$ cat src/rtl/lin_pkg.sv
package lin_pkg;

  typedef enum logic [2:0] {
    ST_IDLE,
    ST_BRK,
    ST_SYNC,
    ST_PID,
    ST_DATA,
    ST_CSUM
  } lin_state_e;

  localparam logic [7:0] SYNC_BYTE  = 8'h55;
  localparam int         NUM_FLAGS  = 3;
  localparam int         FLAG_DONE  = 0;
  localparam int         FLAG_CKERR = 1;
  localparam int         FLAG_OVF   = 2;

  // identifier with the two parity bits on top
  function automatic logic [7:0] lin_protect(input logic [5:0] id);
    logic p0, p1;
    p0 = id[0] ^ id[1] ^ id[2] ^ id[4];
    p1 = ~(id[1] ^ id[3] ^ id[4] ^ id[5]);
    return {p1, p0, id};
  endfunction

  // 8-bit add, carry folded back into bit 0
  function automatic logic [7:0] lin_csum_add(input logic [7:0] acc, input logic [7:0] b);
    logic [8:0] s;
    s = {1'b0, acc} + {1'b0, b};
    return s[7:0] + {7'd0, s[8]};
  endfunction

endpackage

$ cat src/rtl/lin_csum.sv
module lin_csum
  import lin_pkg::*;
(
  input  logic       clk,
  input  logic       rst_n,
  input  logic       init,
  input  logic [7:0] init_val,
  input  logic       add,
  input  logic [7:0] add_byte,
  output logic [7:0] csum_out
);

  logic [7:0] acc_q;

  always_ff @(posedge clk) begin
    if (!rst_n)    acc_q <= 8'h00;
    else if (init) acc_q <= init_val;
    else if (add)  acc_q <= lin_csum_add(acc_q, add_byte);
  end

  assign csum_out = ~acc_q;

  a_r4_seed: assert property (@(posedge clk) disable iff (!rst_n)
    init |=> (csum_out == ~$past(init_val)));

endmodule

$ cat src/rtl/lin_seq.sv
module lin_seq
  import lin_pkg::*;
#(
  parameter  int MAX_LEN = 8,
  localparam int LEN_W   = $clog2(MAX_LEN + 1)
) (
  input  logic             clk,
  input  logic             rst_n,
  input  logic             req_valid,
  input  logic [LEN_W-1:0] req_len,
  input  logic             req_rx,
  input  logic             tx_ready,
  input  logic             tx_done,
  input  logic             hold_full,
  input  logic             rx_valid,
  output lin_state_e       state,
  output logic             busy,
  output logic             tx_valid,
  output logic             ev_start,
  output logic             ev_tx_data,
  output logic             ev_rx_data,
  output logic             ev_rx_csum,
  output logic             ev_frame_done,
  output logic             rx_phase
);

  lin_state_e       st_q, st_d;
  logic             issued_q, issued_d;
  logic [LEN_W-1:0] cnt_q, cnt_d, len_q, len_lim;
  logic             rx_q;
  logic             tx_phase, tx_take, byte_end, last_data;

  assign len_lim = (req_len > LEN_W'(MAX_LEN)) ? LEN_W'(MAX_LEN) : req_len;

  always_comb begin
    case (st_q)
      ST_BRK, ST_SYNC, ST_PID: tx_phase = 1'b1;
      ST_DATA, ST_CSUM:        tx_phase = !rx_q;
      default:                 tx_phase = 1'b0;
    endcase
  end

  assign rx_phase      = rx_q && (st_q == ST_DATA || st_q == ST_CSUM);
  assign tx_valid      = tx_phase && !issued_q && (st_q != ST_DATA || hold_full);
  assign tx_take       = tx_valid && tx_ready;
  assign ev_start      = (st_q == ST_IDLE) && req_valid;
  assign ev_tx_data    = tx_take && (st_q == ST_DATA);
  assign ev_rx_data    = rx_phase && (st_q == ST_DATA) && rx_valid;
  assign ev_rx_csum    = rx_phase && (st_q == ST_CSUM) && rx_valid;
  assign byte_end      = (tx_phase && issued_q && tx_done) || ev_rx_data || ev_rx_csum;
  assign last_data     = (cnt_q == len_q - LEN_W'(1));
  assign ev_frame_done = (st_q == ST_CSUM) && byte_end;
  assign busy          = (st_q != ST_IDLE);
  assign state         = st_q;

  always_comb begin
    st_d     = st_q;
    cnt_d    = cnt_q;
    issued_d = issued_q;
    if (tx_take)  issued_d = 1'b1;
    if (byte_end) issued_d = 1'b0;
    case (st_q)
      ST_IDLE: if (ev_start) begin st_d = ST_BRK; cnt_d = '0; end
      ST_BRK:  if (byte_end) st_d = ST_SYNC;
      ST_SYNC: if (byte_end) st_d = ST_PID;
      ST_PID:  if (byte_end) st_d = (len_q == '0) ? ST_CSUM : ST_DATA;
      ST_DATA: if (byte_end) begin
        if (last_data) begin st_d = ST_CSUM; cnt_d = '0; end
        else           cnt_d = cnt_q + LEN_W'(1);
      end
      ST_CSUM: if (byte_end) st_d = ST_IDLE;
      default: st_d = ST_IDLE;
    endcase
  end

  always_ff @(posedge clk) begin
    if (!rst_n) begin
      st_q     <= ST_IDLE;
      issued_q <= 1'b0;
      cnt_q    <= '0;
      len_q    <= '0;
      rx_q     <= 1'b0;
    end else begin
      st_q     <= st_d;
      issued_q <= issued_d;
      cnt_q    <= cnt_d;
      if (ev_start) begin
        len_q <= len_lim;
        rx_q  <= req_rx;
      end
    end
  end

  a_r1_brk_then_sync: assert property (@(posedge clk) disable iff (!rst_n)
    (st_q == ST_BRK && byte_end) |=> (st_q == ST_SYNC));
  a_r1_sync_then_pid: assert property (@(posedge clk) disable iff (!rst_n)
    (st_q == ST_SYNC && byte_end) |=> (st_q == ST_PID));
  a_r12_zero_len: assert property (@(posedge clk) disable iff (!rst_n)
    (st_q == ST_PID && byte_end && len_q == '0) |=> (st_q == ST_CSUM));
  a_r10_busy_hold: assert property (@(posedge clk) disable iff (!rst_n)
    (busy && req_valid) |=> ($stable(len_q) && $stable(rx_q)));
  a_r6_done_idle: assert property (@(posedge clk) disable iff (!rst_n)
    ev_frame_done |=> !busy);

endmodule

$ cat src/rtl/lin_flags.sv
module lin_flags
  import lin_pkg::*;
#(
  parameter int NUM = NUM_FLAGS
) (
  input  logic           clk,
  input  logic           rst_n,
  input  logic [NUM-1:0] set,
  input  logic           wr_en,
  input  logic [NUM-1:0] wr_data,
  input  logic [NUM-1:0] irq_en,
  output logic [NUM-1:0] flags,
  output logic           irq
);

  logic [NUM-1:0] flags_q, clr;

  assign clr = wr_en ? wr_data : '0;

  always_ff @(posedge clk) begin
    if (!rst_n) flags_q <= '0;
    else        flags_q <= (flags_q & ~clr) | set;
  end

  assign flags = flags_q;
  assign irq   = |(flags_q & irq_en);

  for (genvar i = 0; i < NUM; i++) begin : g_flag_chk
    a_r8_set_wins: assert property (@(posedge clk) disable iff (!rst_n)
      set[i] |=> flags_q[i]);
    a_r8_w1c: assert property (@(posedge clk) disable iff (!rst_n)
      (wr_en && wr_data[i] && !set[i]) |=> !flags_q[i]);
  end

  a_r9_masked_off: assert property (@(posedge clk) disable iff (!rst_n)
    (irq_en == '0) |-> !irq);

endmodule

$ cat src/rtl/lin_frame_master.sv
module lin_frame_master
  import lin_pkg::*;
#(
  parameter  int MAX_LEN = 8,
  localparam int LEN_W   = $clog2(MAX_LEN + 1)
) (
  input  logic                 clk,
  input  logic                 rst_n,
  input  logic                 req_valid,
  input  logic [7:0]           req_id,
  input  logic [LEN_W-1:0]     req_len,
  input  logic                 req_rx,
  input  logic                 req_brk13,
  input  logic                 req_autopar,
  input  logic                 req_enh,
  input  logic                 req_ckchk,
  input  logic                 wr_valid,
  input  logic [7:0]           wr_data,
  output logic                 wr_ready,
  input  logic                 rd_pop,
  output logic                 rd_avail,
  output logic [7:0]           rd_data,
  input  logic                 tx_ready,
  input  logic                 tx_done,
  output logic                 tx_valid,
  output logic [7:0]           tx_data,
  output logic                 tx_break,
  output logic                 tx_brk_long,
  input  logic                 rx_valid,
  input  logic [7:0]           rx_data,
  input  logic                 st_wr_en,
  input  logic [NUM_FLAGS-1:0] st_wr_data,
  input  logic [NUM_FLAGS-1:0] irq_en,
  output logic [NUM_FLAGS-1:0] status,
  output logic                 busy,
  output logic                 irq
);

  lin_state_e state;
  logic       ev_start, ev_tx_data, ev_rx_data, ev_rx_csum, ev_frame_done, rx_phase;
  logic       hold_full_q, rd_full_q, brk13_q, ckchk_q;
  logic [7:0] hold_q, rd_q, pid_q, pid_req, csum_tx, csum_add_byte;
  logic       ev_ovf, ev_ckerr;
  logic [NUM_FLAGS-1:0] flag_set;

  assign pid_req = req_autopar ? lin_protect(req_id[5:0]) : req_id;

  lin_seq #(.MAX_LEN(MAX_LEN)) i_seq (
    .clk(clk), .rst_n(rst_n),
    .req_valid(req_valid), .req_len(req_len), .req_rx(req_rx),
    .tx_ready(tx_ready), .tx_done(tx_done), .hold_full(hold_full_q),
    .rx_valid(rx_valid),
    .state(state), .busy(busy), .tx_valid(tx_valid),
    .ev_start(ev_start), .ev_tx_data(ev_tx_data), .ev_rx_data(ev_rx_data),
    .ev_rx_csum(ev_rx_csum), .ev_frame_done(ev_frame_done), .rx_phase(rx_phase)
  );

  assign csum_add_byte = ev_rx_data ? rx_data : hold_q;

  lin_csum i_csum (
    .clk(clk), .rst_n(rst_n),
    .init(ev_start), .init_val(req_enh ? pid_req : 8'h00),
    .add(ev_tx_data || ev_rx_data), .add_byte(csum_add_byte),
    .csum_out(csum_tx)
  );

  // frame attributes held for the header and the checksum compare
  always_ff @(posedge clk) begin
    if (!rst_n) begin
      pid_q   <= 8'h00;
      brk13_q <= 1'b0;
      ckchk_q <= 1'b0;
    end else if (ev_start) begin
      pid_q   <= pid_req;
      brk13_q <= req_brk13;
      ckchk_q <= req_ckchk;
    end
  end

  // one-byte transmit holding register
  always_ff @(posedge clk) begin
    if (!rst_n) begin
      hold_full_q <= 1'b0;
      hold_q      <= 8'h00;
    end else if (ev_tx_data) begin
      hold_full_q <= 1'b0;
    end else if (wr_valid && !hold_full_q) begin
      hold_full_q <= 1'b1;
      hold_q      <= wr_data;
    end
  end
  assign wr_ready = !hold_full_q;

  // receive read register
  always_ff @(posedge clk) begin
    if (!rst_n) begin
      rd_full_q <= 1'b0;
      rd_q      <= 8'h00;
    end else if (ev_rx_data) begin
      rd_full_q <= 1'b1;
      rd_q      <= rx_data;
    end else if (rd_pop) begin
      rd_full_q <= 1'b0;
    end
  end
  assign rd_avail = rd_full_q;
  assign rd_data  = rd_q;

  always_comb begin
    case (state)
      ST_SYNC: tx_data = SYNC_BYTE;
      ST_PID:  tx_data = pid_q;
      ST_DATA: tx_data = hold_q;
      ST_CSUM: tx_data = csum_tx;
      default: tx_data = 8'h00;
    endcase
  end
  assign tx_break    = (state == ST_BRK);
  assign tx_brk_long = tx_break && brk13_q;

  assign ev_ovf   = ev_rx_data && rd_full_q && !rd_pop;
  assign ev_ckerr = ev_rx_csum && ckchk_q && (rx_data != csum_tx);

  always_comb begin
    flag_set             = '0;
    flag_set[FLAG_DONE]  = ev_frame_done;
    flag_set[FLAG_CKERR] = ev_ckerr;
    flag_set[FLAG_OVF]   = ev_ovf;
  end

  lin_flags #(.NUM(NUM_FLAGS)) i_flags (
    .clk(clk), .rst_n(rst_n),
    .set(flag_set), .wr_en(st_wr_en), .wr_data(st_wr_data),
    .irq_en(irq_en), .flags(status), .irq(irq)
  );

  a_r7_overflow: assert property (@(posedge clk) disable iff (!rst_n)
    (ev_rx_data && rd_avail && !rd_pop) |=> status[FLAG_OVF]);
  a_r11_rx_ignored: assert property (@(posedge clk) disable iff (!rst_n)
    (rx_valid && !rx_phase) |=> $stable(rd_data));
  a_r5_no_check: assert property (@(posedge clk) disable iff (!rst_n)
    (ev_rx_csum && !ckchk_q && !st_wr_en) |=> $stable(status[FLAG_CKERR]));
  a_r2_break_only_in_break: assert property (@(posedge clk) disable iff (!rst_n)
    tx_brk_long |-> tx_break);

endmodule

$ cat config.mk
export PLATFORM = sky130hd
export DESIGN_NAME = lin_frame_master
export DESIGN_NICKNAME = d
export VERILOG_FILES = /design/src/rtl/lin_pkg.sv /design/src/rtl/lin_csum.sv /design/src/rtl/lin_seq.sv /design/src/rtl/lin_flags.sv /design/src/rtl/lin_frame_master.sv
export SDC_FILE = /design/constraint.sdc
export NUM_CORES = 1
export LEC_CHECK = 0
export CORE_MARGIN = 3
export CORE_UTILIZATION = 46
export DETAILED_ROUTE_END_ITERATION = 12
export GPL_TIMING_DRIVEN = 0
export MAX_ROUTING_LAYER = met4
export PLACE_DENSITY = 0.86
export SLEW_MARGIN = 10
export SYNTH_ARGS = -nofsm -noshare
export SYNTH_HDL_FRONTEND = slang
export SYNTH_SLANG_ARGS = --single-unit
$ cat constraint.sdc
create_clock -name clk -period 4.3 [get_ports clk]
set_clock_uncertainty 0.15 [all_clocks]
set_input_delay 0.645 -clock clk [delete_from_list [all_inputs] [get_ports clk]]
set_output_delay 0.645 -clock clk [all_outputs]
set_load 0.02 [all_outputs]
==> flow_metrics.env <==
export IMPL_die_x_um=90.1
export IMPL_yosysSeqAreaShare_pct=32.0
export IMPL_viasPerCell=5.60
export IMPL_hold_viol=0
export IMPL_grt_use_total_pct=23.9
export IMPL_first_global_vias=3126
export IMPL_nets=560
export IMPL_fin_util_pct=62.8
export IMPL_synth_area_per_cell_um2=7.82
export IMPL_dr_first_iter_drc_count=293
export IMPL_avgRoutedWirePerCell_um=16.4
export IMPL_synthArstFlopShare_pct=0
export IMPL_pwr_share_comb_pct=29.3
export IMPL_die_area_um2=8120
export IMPL_antenna_found_initial=0
export IMPL_cp_end_kind="register"
export IMPL_critPathLaunchType="input port"
export IMPL_final_max_slew_viol_count=0
export IMPL_min_period_over_period_pct=95.4
export IMPL_start_util_pct=47.6
export IMPL_grt_max_degree=17
export IMPL_drv_cap=0
export IMPL_drive_above_1_share_pct=6.41
export IMPL_clkTransAtPathRegs_ps=100
export IMPL_total_power_mw=1.20
export IMPL_hold_ws_ps=310
export IMPL_insertion_delay_ps=310
export IMPL_status="finished clean"
export IMPL_p_clk_share_pct=25.0
export IMPL_setup_viol=0
export IMPL_sw_frac_of_total_pct=33.0
export IMPL_cts_tree="built"
export IMPL_slew_headroom_pct=57.0
export IMPL_whs_path_depth=2
export IMPL_synth_top_family_by_area="simple AND/OR/NAND/NOR gates"
export IMPL_drtAntennaViolNets=0
export IMPL_ys_types=51
export IMPL_drcViolationCount=0
export IMPL_synth_compound_area_share_pct=24.2
export IMPL_fmax_ghz=0.244
export IMPL_nFillCells=630
export IMPL_rsz0062_at_grt="false"
export IMPL_cts_sinks=52
export IMPL_cellLeakagePower_nw=1.64
export IMPL_synth_fa_ha_area_share_pct=5.62
export IMPL_r2r_cells=21
export IMPL_dr_pass1_iters=5
export IMPL_cp_max_fo=5
export IMPL_syn_to_final_growth_pct=32.0
export IMPL_ir_drop_uv=179
export IMPL_gp_congestion=0.971
export IMPL_cts_hold_buffers=0
export IMPL_synth_nets=478
export IMPL_p_sw_mw=0.398
export IMPL_cp_required_ps=4380
export IMPL_critPathArrivalTime_ps=4190
export IMPL_dieHeight_um=90.1
export IMPL_syn_cell_area_um2=3250
export IMPL_worstMarginPinSlew_ps=638
export IMPL_htreeDepth=2
export IMPL_synth_xor_area_share_pct=8.50
export IMPL_synth_edf_count=0
export IMPL_numCtsBuffers=5
export IMPL_ys_seq_elements=52
export IMPL_rows=30
export IMPL_gr_total_overflow=0
export IMPL_hp_class="register to register"
export IMPL_synth_flop_cell="dfxtp_1"
export IMPL_io_buffer_count=72
export IMPL_synthCells=416
export IMPL_sequentialPowerShare_pct=45.6
export IMPL_synthSimpleGateAreaFrac_pct=25.5
export IMPL_hpwl_um=7460
export IMPL_p_int_mw=0.806
export IMPL_worstSetupPathType="input port to register"
export IMPL_vias=3331
export IMPL_synth_mux_area_fraction_pct=0.308
export IMPL_ios=74
export IMPL_finalCriticalPeriod_ps=4100
export IMPL_coreArea_um2=6830
export IMPL_synth_warnings=0
export IMPL_diodes=0
export IMPL_wirelength_um=9770
export IMPL_clk_root_buffer_cell="clkbuf_8"
export IMPL_power_density_nw_per_um2=280
export IMPL_grt_pass1_wl_um=15500
export IMPL_clk_path_buf_depth=2
cell families after synthesis:
group	count (synthesis)
flops	52
mux	1
xor+xnor	30
compound gates	112
simple gates	176
buf+inv	31
fa+ha+maj	14
cell type report:
class / count / area (um2) / area share (%)
buffer: 19 / 83.8 / 1.95
clock buffer: 7 / 86.3 / 2.01
clock inverter: 1 / 7.51 / 0.175
inverter: 10 / 37.5 / 0.874
multi-input combinational: 333 / 2160 / 50.3
sequential: 52 / 1040 / 24.2
tap: 96 / 120 / 2.80
timing repair buffer: 77 / 758 / 17.7
cell usage after synthesis, types with 3 or more instances:
master | n | area share [%]
nand2_1 | 104 | 12
dfxtp_1 | 52 | 32
a21boi_0 | 31 | 7.2
xnor2_1 | 23 | 6.2
o21ai_0 | 21 | 3.2
clkbuf_1 | 18 | 2.1
a21oi_1 | 16 | 2.5
nor2b_1 | 15 | 2.9
ha_1 | 13 | 5.0
nand3_1 | 12 | 1.8
inv_1 | 10 | 1.2
nor2_1 | 9 | 1.0
and2_1 | 7 | 1.3
a211oi_1 | 6 | 1.4
nand2b_1 | 6 | 1.2
nor3_1 | 6 | 0.92
xor2_1 | 6 | 1.6
a22o_1 | 5 | 1.3
a31oi_1 | 4 | 0.77
nor3b_1 | 4 | 0.92
o21a_1 | 4 | 0.92
o221ai_1 | 4 | 1.1
a211o_1 | 3 | 0.81
nand3b_1 | 3 | 0.69
o211a_1 | 3 | 0.92
what timing repair did:
action                                  in CTS  in global routing
gates resized for setup                     10                  8
endpoints found under the setup margin       6                  5
buffers inserted                             3                  2
pin swaps                                    1                  2
gates cloned                                 0                  0
worst max-delay path, stage by stage:
cell and delay [ps]:
clkdlybuf4s50_1 460, and2_4 180, and2_4 180, nand2_1 80
nand2_1 70, ha_2 190, inv_1 60, fa_2 370
nand2b_4 170, a21oi_4 160, a31oi_2 130, nor2b_1 120
o21ai_0 90, nand2b_1 110, ha_1 170, nor2b_4 160
nor4b_4 270, buf_4 170, xor2_1 180, o2111ai_1 110
o21ai_0 110
final timing paths:
kind	startpoint	end	slack (ps)
hold / removal	brk13_q$_SDFFE_PN0P_	brk13_q$_SDFFE_PN0P_	310
setup reg to reg	i_seq.state[2]$_SDFFE_PN0P_	i_csum.acc_q[4]$_SDFFE_PN0P_	450
hold reg to reg	brk13_q$_SDFFE_PN0P_	brk13_q$_SDFFE_PN0P_	310
setup / recovery	rx_valid	i_csum.acc_q[4]$_SDFFE_PN0P_	200
metal layers:
layer / up-vias / share of wire (%) / routed length, um / track usage, %
li1: 1616 / - / - / -
met1: 1550 / 43 / 4190 / 30.8
met2: 151 / 48 / 4730 / 39.5
met3: 14 / 7.3 / 717 / 3.85
met4: 0 / 1.4 / 135 / 5.74
met5: - / 0 / 0 / -
power groups by stage:
stage          clock network (mW)  logic (mW)  registers (mW)
3_3_place_gp                    0       0.329           0.556
3_5_place_dp                    0       0.338           0.557
5_1_grt                     0.321       0.384           0.552
4_1_cts                     0.301       0.343           0.547
6_report                    0.301       0.353           0.549
2_1_floorplan                   0       0.218           0.545
cell usage in the layout (no fill, tap or decap), types with 2 or more instances in the layout:
cell type / count
nand2_1: 103
clkdlybuf4s50_1: 72
dfxtp_1: 52
a21boi_0: 31
xnor2_1: 23
o21ai_0: 21
clkbuf_1: 17
a21oi_1: 15
nor2b_1: 14
nand3_1: 12
ha_1: 12
inv_1: 10
nor2_1: 9
clkbuf_8: 7
a211oi_1: 6
xor2_1: 6
nand2b_1: 5
a22o_1: 5
nor3_1: 5
and2_1: 5
buf_4: 5
o221ai_1: 4
o21a_1: 4
nor3b_1: 3
o211a_1: 3
nand3b_1: 3
a31oi_1: 3
a211o_1: 3
and2_4: 2
a21o_1: 2
buf_2: 2
nor4_1: 2
a41oi_1: 2
o211ai_1: 2
registers in the layout (all words and copies together) (netlist names):
signal	flops
i_flags.flags	3
i_seq.cnt_q	4
hold_full_q	1
rd_avail	1
i_seq.rx_q	1
i_seq.issued_q	1
rd_data	8
i_csum.acc_q	8
brk13_q	1
i_seq.state	3
i_seq.len_q	4
ckchk_q	1
pid_q	8
hold_q	8
per-stage QoR:
stage / instance area, um2 / worst slack, ps / cells / TNS (ps)
finish: 4290 / 198 / 595 / 0
detailed placement: 4090 / -985 / 584 / -5360
global placement: 4090 / -891 / 584 / -4720
global route: 4290 / 2.41 / 595 / 0
CTS: 4240 / 1.48 / 593 / 0
floorplan: 3250 / 224 / 416 / 0
(Power assumes the default switching activity.)
